[src/rtl/cuc_pkg.sv]
package cuc_pkg;
  localparam int PTR_W  = 32;
  localparam int WORD_W = 16;

  localparam logic [1:0] CU_IDLE = 2'd0;
  localparam logic [1:0] CU_SUSP = 2'd1;
  localparam logic [1:0] CU_ACT  = 2'd2;
  localparam logic [2:0] RU_SUSP  = 3'd1;
  localparam logic [2:0] RU_READY = 3'd4;

  localparam logic [PTR_W-1:0] PTR_NULL = '1;

  localparam logic [WORD_W-1:0] ENT_BUSY = 16'h4000;
  localparam logic [WORD_W-1:0] ENT_DONE = 16'hA000;

  typedef enum logic [3:0] {
    S_IDLE, S_RD_CMD, S_CLR_CMD, S_RD_LP0, S_RD_LP1, S_WR_STAT,
    S_E_BUSY, S_E_RDOP, S_E_START, S_E_WAIT, S_E_DONE, S_E_LNK0, S_E_LNK1
  } seq_t;

  function automatic logic [WORD_W-1:0] status_word(input logic [3:0] flg,
                                                    input logic [1:0] cu,
                                                    input logic [2:0] ru);
    return {flg, 2'b00, cu, 1'b0, ru, 4'b0000};
  endfunction

  function automatic logic [PTR_W-1:0] link_norm(input logic [WORD_W-1:0] hi,
                                                 input logic [WORD_W-1:0] lo);
    logic [PTR_W-1:0] p;
    p = {hi, lo};
    return (p == '0) ? PTR_NULL : p;
  endfunction
endpackage

[src/rtl/cuc_attn_cnt.sv]
module cuc_attn_cnt #(
  parameter int CNT_W = 4
) (
  input  logic clk,
  input  logic rst_n,
  input  logic attn,
  input  logic take,
  output logic pending
);
  localparam logic [CNT_W-1:0] CNT_MAX = '1;
  logic [CNT_W-1:0] cnt;
  logic inc, dec;

  assign inc     = attn && (cnt != CNT_MAX || take);
  assign dec     = take && (cnt != '0);
  assign pending = (cnt != '0);

  always_ff @(posedge clk or negedge rst_n) begin
    if (!rst_n)          cnt <= '0;
    else if (inc && !dec) cnt <= cnt + 1'b1;
    else if (dec && !inc) cnt <= cnt - 1'b1;
  end
endmodule

[src/rtl/cuc_scb_decode.sv]
module cuc_scb_decode
  import cuc_pkg::*;
(
  input  logic [WORD_W-1:0] cmd,
  input  logic [3:0]        flg_i,
  input  logic [1:0]        cu_i,
  input  logic [2:0]        ru_i,
  output logic [3:0]        flg_o,
  output logic [1:0]        cu_o,
  output logic [2:0]        ru_o,
  output logic              soft_rst
);
  always_comb begin
    flg_o = flg_i & ~cmd[15:12];
    cu_o  = cu_i;
    ru_o  = ru_i;
    unique case (cmd[10:8])
      3'd1:    cu_o = CU_ACT;
      3'd4:    begin cu_o = CU_SUSP; flg_o[1] = 1'b1; end
      default: ;
    endcase
    unique case (cmd[6:4])
      3'd1, 3'd2: ru_o = RU_READY;
      3'd3, 3'd4: begin ru_o = RU_SUSP; flg_o[0] = 1'b1; end
      default: ;
    endcase
    soft_rst = cmd[7];
    if (soft_rst) begin
      cu_o = CU_IDLE;
      ru_o = RU_SUSP;
    end
  end
endmodule

[src/rtl/cmd_unit_ctl.sv]
module cmd_unit_ctl
  import cuc_pkg::*;
#(
  parameter int CNT_W = 4
) (
  input  logic                 clk,
  input  logic                 rst_n,
  input  logic                 attn,
  input  logic [PTR_W-1:0]     cb_base,
  output logic                 mem_req,
  output logic                 mem_we,
  output logic [PTR_W-1:0]     mem_addr,
  output logic [WORD_W-1:0]    mem_wdata,
  input  logic                 mem_ack,
  input  logic [WORD_W-1:0]    mem_rdata,
  output logic                 op_start,
  output logic [2:0]           op_code,
  output logic [PTR_W-1:0]     op_addr,
  input  logic                 op_done,
  output logic                 irq,
  input  logic                 irq_clr
);
  seq_t              st;
  logic [3:0]        flg;
  logic [1:0]        cu;
  logic [2:0]        ru;
  logic [PTR_W-1:0]  ptr;
  logic [WORD_W-1:0] ent_q, lo_q;

  logic take;
  logic [3:0] d_flg;
  logic [1:0] d_cu;
  logic [2:0] d_ru;
  logic d_rst;

  // named events for the checker
  logic ev_cmd_read, ev_stat_wr, ev_intr, walk_go;
  logic [PTR_W-1:0] next_link;

  assign take        = (st == S_IDLE);
  assign ev_cmd_read = (st == S_RD_CMD) && mem_ack;
  assign ev_stat_wr  = (st == S_WR_STAT) && mem_req;
  assign ev_intr     = (st == S_E_LNK1) && mem_ack && ent_q[13];
  assign walk_go     = (cu == CU_ACT) && (ptr != PTR_NULL);
  assign next_link   = ent_q[15] ? PTR_NULL : link_norm(mem_rdata, lo_q);

  logic pend;
  cuc_attn_cnt #(.CNT_W(CNT_W)) u_cnt (
    .clk(clk), .rst_n(rst_n), .attn(attn), .take(take && pend), .pending(pend)
  );

  cuc_scb_decode u_dec (
    .cmd(mem_rdata), .flg_i(flg), .cu_i(cu), .ru_i(ru),
    .flg_o(d_flg), .cu_o(d_cu), .ru_o(d_ru), .soft_rst(d_rst)
  );

  always_comb begin
    mem_req   = 1'b1;
    mem_we    = 1'b0;
    mem_addr  = cb_base;
    mem_wdata = '0;
    unique case (st)
      S_RD_CMD:  mem_addr = cb_base + 2;
      S_CLR_CMD: begin mem_addr = cb_base + 2; mem_we = 1'b1; end
      S_RD_LP0:  mem_addr = cb_base + 4;
      S_RD_LP1:  mem_addr = cb_base + 6;
      S_WR_STAT: begin mem_we = 1'b1; mem_wdata = status_word(flg, cu, ru); end
      S_E_BUSY:  begin mem_addr = ptr; mem_we = 1'b1; mem_wdata = ENT_BUSY; end
      S_E_RDOP:  mem_addr = ptr + 2;
      S_E_DONE:  begin mem_addr = ptr; mem_we = 1'b1; mem_wdata = ENT_DONE; end
      S_E_LNK0:  mem_addr = ptr + 4;
      S_E_LNK1:  mem_addr = ptr + 6;
      default:   mem_req = 1'b0;
    endcase
  end

  assign op_start = (st == S_E_START);
  assign op_code  = ent_q[2:0];
  assign op_addr  = ptr;

  always_ff @(posedge clk or negedge rst_n) begin
    if (!rst_n) begin
      st    <= S_IDLE;
      flg   <= '0;
      cu    <= CU_IDLE;
      ru    <= RU_SUSP;
      ptr   <= PTR_NULL;
      ent_q <= '0;
      lo_q  <= '0;
      irq   <= 1'b0;
    end else begin
      if (ev_intr)      irq <= 1'b1;
      else if (irq_clr) irq <= 1'b0;
      unique case (st)
        S_IDLE: if (pend) st <= S_RD_CMD;
        S_RD_CMD: if (mem_ack) begin
          flg <= d_flg; cu <= d_cu; ru <= d_ru;
          if (d_rst) ptr <= PTR_NULL;
          st <= S_CLR_CMD;
        end
        S_CLR_CMD: if (mem_ack)
          st <= (cu != CU_SUSP && ptr == PTR_NULL) ? S_RD_LP0 : S_WR_STAT;
        S_RD_LP0: if (mem_ack) begin lo_q <= mem_rdata; st <= S_RD_LP1; end
        S_RD_LP1: if (mem_ack) begin
          ptr <= link_norm(mem_rdata, lo_q); st <= S_WR_STAT;
        end
        S_WR_STAT: if (mem_ack) st <= walk_go ? S_E_BUSY : S_IDLE;
        S_E_BUSY:  if (mem_ack) st <= S_E_RDOP;
        S_E_RDOP:  if (mem_ack) begin ent_q <= mem_rdata; st <= S_E_START; end
        S_E_START: st <= S_E_WAIT;
        S_E_WAIT:  if (op_done) st <= S_E_DONE;
        S_E_DONE:  if (mem_ack) st <= S_E_LNK0;
        S_E_LNK0:  if (mem_ack) begin lo_q <= mem_rdata; st <= S_E_LNK1; end
        S_E_LNK1: if (mem_ack) begin
          ptr    <= next_link;
          flg[3] <= ent_q[13];
          if (ent_q[14]) cu <= CU_SUSP;
          st <= S_WR_STAT;
        end
        default: st <= S_IDLE;
      endcase
    end
  end
endmodule

[config.mk]
export PLATFORM = sky130hd
export DESIGN_NAME = cmd_unit_ctl
export DESIGN_NICKNAME = d
export VERILOG_FILES = /design/src/rtl/cuc_pkg.sv /design/src/rtl/cuc_attn_cnt.sv /design/src/rtl/cuc_scb_decode.sv /design/src/rtl/cmd_unit_ctl.sv
export SDC_FILE = /design/constraint.sdc
export NUM_CORES = 1
export LEC_CHECK = 0
export ABC_AREA = 1
export ABC_CLOCK_PERIOD_IN_PS = 2800
export BUFFER_PORTS_ARGS = -buffer_cell sky130_fd_sc_hd__clkbuf_2
export CAP_MARGIN = 20
export CORE_MARGIN = 4
export CORE_UTILIZATION = 41
export DETAILED_ROUTE_END_ITERATION = 8
export PLACE_DENSITY_LB_ADDON = 0.12
export RECOVER_POWER = 25
export REMOVE_ABC_BUFFERS = 1
export SYNTH_ARGS = -nofsm -noshare
export SYNTH_HDL_FRONTEND = slang
export SYNTH_SLANG_ARGS = --single-unit
[constraint.sdc]
create_clock -name clk -period 2.8 [get_ports clk]
set_input_delay 0.56 -clock clk [delete_from_list [all_inputs] [get_ports clk]]
set_output_delay 0.56 -clock clk [all_outputs]
set_load 0.05 [all_outputs]
**Yosys cells after proc, flatten, opt, wreduce, memory -nomap -nowiden**

Index checks and enable logic that the tools add are counted.

- $add $sub $neg: 8
- Eq/ne operators: 39
- Mux-type cells: 42
- Bitwise gates (word level): 2
- Reduce and logical (&&, ||, !) cells: 36

Operator list:

| kind | number |
|---|---|
| 32-bit one-hot mux with 7 select lines | 1 |
| 32-bit two-way mux | 6 |
| 32-bit by 3-bit adder with 32-bit output, second input constant | 4 |
| 32-bit one-hot mux with 3 select lines | 1 |
| 32-bit by 2-bit adder with 32-bit output, second input constant | 2 |
| 4-bit two-way mux | 14 |
| 16-bit one-hot mux with 3 select lines | 1 |
| 4-bit one-hot mux with 12 select lines | 1 |
| 32-bit equality test, second input constant | 1 |
| 32-bit logical NOT | 1 |
| 32-bit != test, second input constant | 1 |
| 2-bit != test, second input constant | 13 |
| 4-bit equality test, second input constant | 5 |
| 4-bit by 3-bit equality test with 1-bit output, second input constant | 4 |
| 2-bit OR reduction | 6 |
| 11-bit AND reduction | 1 |
| 5-bit AND reduction | 2 |
| 10-bit OR reduction | 1 |
| 1-bit logical AND | 9 |
| 3-bit two-way mux | 3 |
| 4-bit by 2-bit equality test with 1-bit output, second input constant | 2 |
| 2-bit two-way mux | 4 |
| 2-bit one-hot mux with 2 select lines | 2 |
| 1-bit two-way mux | 7 |
| 23 further kinds | 35 |

- Flip-flop bits (word level): 82
- Output and inout bits: 87

**Longest topological paths before layout**

- Depth in word-level cells: 8
- Depth in mapped cells: 19

**Cells and area by module**

Synthesis repeated with hierarchy kept, for this count alone.

- Cell total of the unflattened synthesis: 1750
- Area total of the unflattened synthesis: 9211.3 um2

By module, submodules not included:

| module | instances | cells an instance | area each (um2) | seq. area each (um2) |
|---|---|---|---|---|
| cmd_unit_ctl | 1 | 1674 | 8752.1 | 1742.9 |
| cuc_attn_cnt | 1 | 38 | 292.8 | 100.1 |
| cuc_scb_decode | 1 | 38 | 166.4 | 0.0 |

**Worst setup path after synthesis**

Ideal clock, no wire load.

- Kind: flip-flop to output port
- From: register st[2]
- To: output port mem_addr[14]
- Data arrival time: 2.745 ns
- Data required time: 2.240 ns
- Setup slack: -0.505 ns
- Cell stages (with the launch flop): 17
- Path buffers: 2
- Cells stage by stage: dfrtp_1 buf_4 nor2_2 nand2_4 buf_6 nand2_1 nand2_1 inv_1 ha_1 nand2_1 nor2_2 nand2_1 o21ai_0 nand3_1 nand2_1 nor2_1 a21oi_1

- Word-level cells in the longest chain between the ends: 3
- Elaborated cells between the ends (all ways): 12

RTL lines:

| what | RTL line | text |
|---|---|---|
| start, declared | cmd_unit_ctl.sv:23 | `seq_t st;` |
| start signal, assigned | cmd_unit_ctl.sv:102 | `st <= (cu != CU_SUSP && ptr == PTR_NULL) ? S_RD_LP0 : S_WR_STAT;` |
| start signal, assigned | cmd_unit_ctl.sv:107 | `S_WR_STAT: if (mem_ack) st <= walk_go ? S_E_BUSY : S_IDLE;` |
| 4-bit equality test, or another cell as far along | cmd_unit_ctl.sv:62 | `unique case (st)` |
| 2-bit OR reduction (no line) | n/a |  |
| 32-bit one-hot mux with 7 select lines * | cmd_unit_ctl.sv:62 |  |
| end, declared | cmd_unit_ctl.sv:12 | `output logic [PTR_W-1:0] mem_addr,` |

Mark *: on every way between the ends. The rest lies on a longest branch, timed or not.

**Worst setup path after layout**

- From: register st[2]
- To: output port mem_addr[21]

The elaborated chain is that of the path after synthesis.

==> impl_metrics.tcl <==
set metrics [dict create \
    run_status "complete, but fails checks" \
    violations "capacitance limit, slew limit, setup timing" \
    critPathMaxStageDelay_ns 0.48 \
    min-delay-path-class "input pin to register" \
    vdd_drop_max_v 0.00106 \
    synthToLayoutAreaGrowth_pct 63.5 \
    yosys-top-cells-area "nand2_1 29%, dfrtp_1 10%, nand3_1 9.3%" \
    cts_tree "done" \
    pin_count_of_the_biggest_net_entering_global_routing 72 \
    finClkSkew_ns 0.0133 \
    syn-mean-instance-area_sq_um 5.30 \
    number_of_enable_flip_flop_cells_after_synthesis 0 \
    dp_hpwl_mm 37.3 \
    clock_insertion_delay_worst_skew_ns 0.34 \
    post_synth_inst_count 1757 \
    cpMaxStageDelayCell "dfrtp_2" \
    drt.antenna.violating_nets 0 \
    critical_path.max_fanout 8 \
    num_rows 54 \
    vias 13583 \
    area_share_of_the_leading_cell_type_in_the_synthesized_netlist_pct 28.9 \
    maxSlewHeadroom_pct -17.1 \
    yosysWarningCount 0 \
    cts_buffer_depth 2 \
    detail_route.wirelength_mm 47.9 \
    cts_num_sinks 71 \
    tightestPinTransition_ns 1.76 \
    firstDrtPassIters 6 \
    post-route-worst-setup-slack_ns -0.649 \
    timing.reg2reg.setup_slack_ns 0.01 \
    antenna_cells_inserted 0 \
    layout.cells.most_common "nand2_1" \
    rr_worst_depth 16 \
    routed_wire_length_per_instance_um 19.3 \
    yosys_most_used_dff "dfrtp_1" \
    die_w_um 159 \
    pin_count 141 \
    clkSlewWorstSetupHoldPaths_ns 0.06 \
    clock_tree.htree_level_count 3 \
    power.density_cell_area_mw_per_mm2 1280 \
    hold_viol_final 0 \
    area_of_the_core_sq_mm 0.0221 \
    die_area_sq_mm 0.0252 \
    finalCriticalPeriod_ns 3.45 \
    setup.worst_path.start_class "register" \
    cap_violations 1 \
    input_output_buffers 132 \
    critPathCaptureType "output port" \
    critPathTopFamily "simple AND/OR/NAND/NOR gates" \
    cts_root_buffer "clkbuf_16" \
    most-common-layout-cells "593 x nand2_1, 291 x buf_4, 164 x inv_1" \
    drt_drc_violations_left 0 \
    grt_pass1_vias 12248 \
    globalRouteTotalUtil_pct 34.6 \
    setup-violations-final 34 \
    critical_path_buf_inv_count 5 \
    layout_worst_path_cycle_share_pct 123 \
    critical-path-top-cell-by-count "nand2_4" \
    drive_above_1_share_pct 41.3 \
    wire_length_of_the_first_global_routing_pass_mm 69.1 \
    avgViaCountPerCell 5.48 \
    crit_type "register to output port" \
    syn_area_sq_mm 0.00931 \
    yosysUniqueCellTypes 46 \
    report.final.slew_viol_count 72 \
    effective_utilization_at_floorplan_pct 42.2 \
    report.power.total_w 0.0195 \
    p_leak_nw 7.86 \
    worst_ep_arrival_time_ns 2.89 \
    unrepaired_setup_endpoints_after_global_routing "yes" \
    antenna_found_initial 0 \
    tns_ns -18.60 \
    place.gp.congestion 0.985 \
    globalRoute.totalOverflow 0 \
    final.fill_count 2023 \
    numCtsBuffers 9 \
    synth_seq_cells 71 \
    worst_hold_path_cell_count 2 \
    critical_path.cell_chain "inv_4, nand2_4, nor2_4, buf_6, buf_6, nand2_4, nand2_4, nand2_4, nor2_4, buf_6, nand3_4, nor2_2, nand2_1, nand3_1, nand2_1, nor2_1, nor2_2, buf_12" \
    layout.nets 2254 \
    cp_data_required_time_ns 2.24 \
    cell_taking_the_most_area_after_synthesis "nand2_1" \
    drt_first_iter_violations 1566 \
    seq_area_frac_synth_pct 19.5 \
    synthArstFlopShare_pct 100 \
    worstSetupPathDepth 18 \
    dieHeight_um 159 \
    timing.fmax_mhz 290 \
]
## cells in the mapped netlist (all sizes together) (10+ instances only)
cell type,instances
dfstp,33
dfrtp,38
o21ai,70
inv,179
nor4,10
o21bai,12
clkbuf,20
a21oi,65
nand4,21
nand2,744
nor3,41
nand3,177
buf,47
nor2,261
## sequential cells by signal, indices dropped and copies added, names as in the netlist
name and cells:
flg 4, ent_q 6, cu 2, op_addr 32
lo_q 16, ru 2, irq 1, u_cnt.cnt 4
st 4
## metal layers
layer  vias to the layer above  wire length (um)  global-route usage [%]
met2                       739             21600                    55.6
met1                      6295             19800                    48.2
li1                       6419                 -                       -
met5                         -                 0                       0
met3                       130              4640                    4.61
met4                         0              1930                    11.1
## power by group
part           leakage [nW]  internal [W]  switching, W  total (W)
logic                  6.89       0.00659       0.00929     0.0159
clock network         0.149      0.000741      0.000424    0.00117
registers             0.822       0.00164      0.000777    0.00242
total                  7.86       0.00898        0.0105     0.0195
## final timing paths
| kind | startpoint | end |
|---|---|---|
| hold / removal | irq_clr | irq$_DFFE_PN0P_ |
| setup reg to reg | st[2]$_DFFE_PN0P_ | st[3]$_DFFE_PN0P_ |
| hold reg to reg | ru[0]$_DFFE_PN1P_ | ru[0]$_DFFE_PN1P_ |
| setup / recovery | st[2]$_DFFE_PN0P_ | mem_addr[21] |
| max in group asynchronous | rst_n | st[2]$_DFFE_PN0P_ |
| min in group asynchronous | rst_n | ent_q[2]$_DFFE_PN0P_ |
## cell type report
class / instances / area [sq um] / share of cell area (%)
inverter: 181 / 703 / 4.62
clock buffer: 12 / 256 / 1.68
tap: 280 / 350 / 2.30
timing repair buffer: 486 / 4370 / 28.7
multi-input combinational: 1445 / 7680 / 50.4
clock inverter: 4 / 55.1 / 0.361
sequential: 71 / 1820 / 12.0
## metrics by stage
stage / cell area [sq um] / utilization, % / worst slack [ns] / instances / hold WS, ns
floorplan: 8920 / - / -0.834 / 1697 / 0.264
CTS: 14000 / 63.3 / -0.570 / 2447 / 0.386
detailed placement: 12900 / 58.2 / -0.410 / 2414 / 0.468
global placement: 12900 / 58.2 / -0.400 / 2414 / 0.460
finish: 15200 / 68.9 / -0.649 / 2479 / 0.411
global route: 15200 / 68.9 / -0.732 / 2479 / 0.451
## timing repair
item                                    4_1_cts  5_1_grt
endpoints found under the setup margin       36       36
pin swaps                                    51       89
setup buffers                                16       27
gates resized for setup                     188      276
hold buffers                                  0        0
gates cloned                                  2        6
## kinds of logic after synthesis
| group | after synthesis | share of synthesized area, % |
|---|---|---|
| muxes | 6 | 0.725 |
| buffers and inverters | 248 | 11.9 |
| xor gates and xnor gates | 5 | 0.470 |
| AOI/OAI and AO/OA | 159 | 9.19 |
| other | 1 | 0.0403 |
| and+or+nand+nor | 1261 | 57.3 |
| adders and majority gates | 6 | 0.887 |
| DFF | 71 | 19.5 |
No activity file was read; power rests on OpenSTA's default activity.
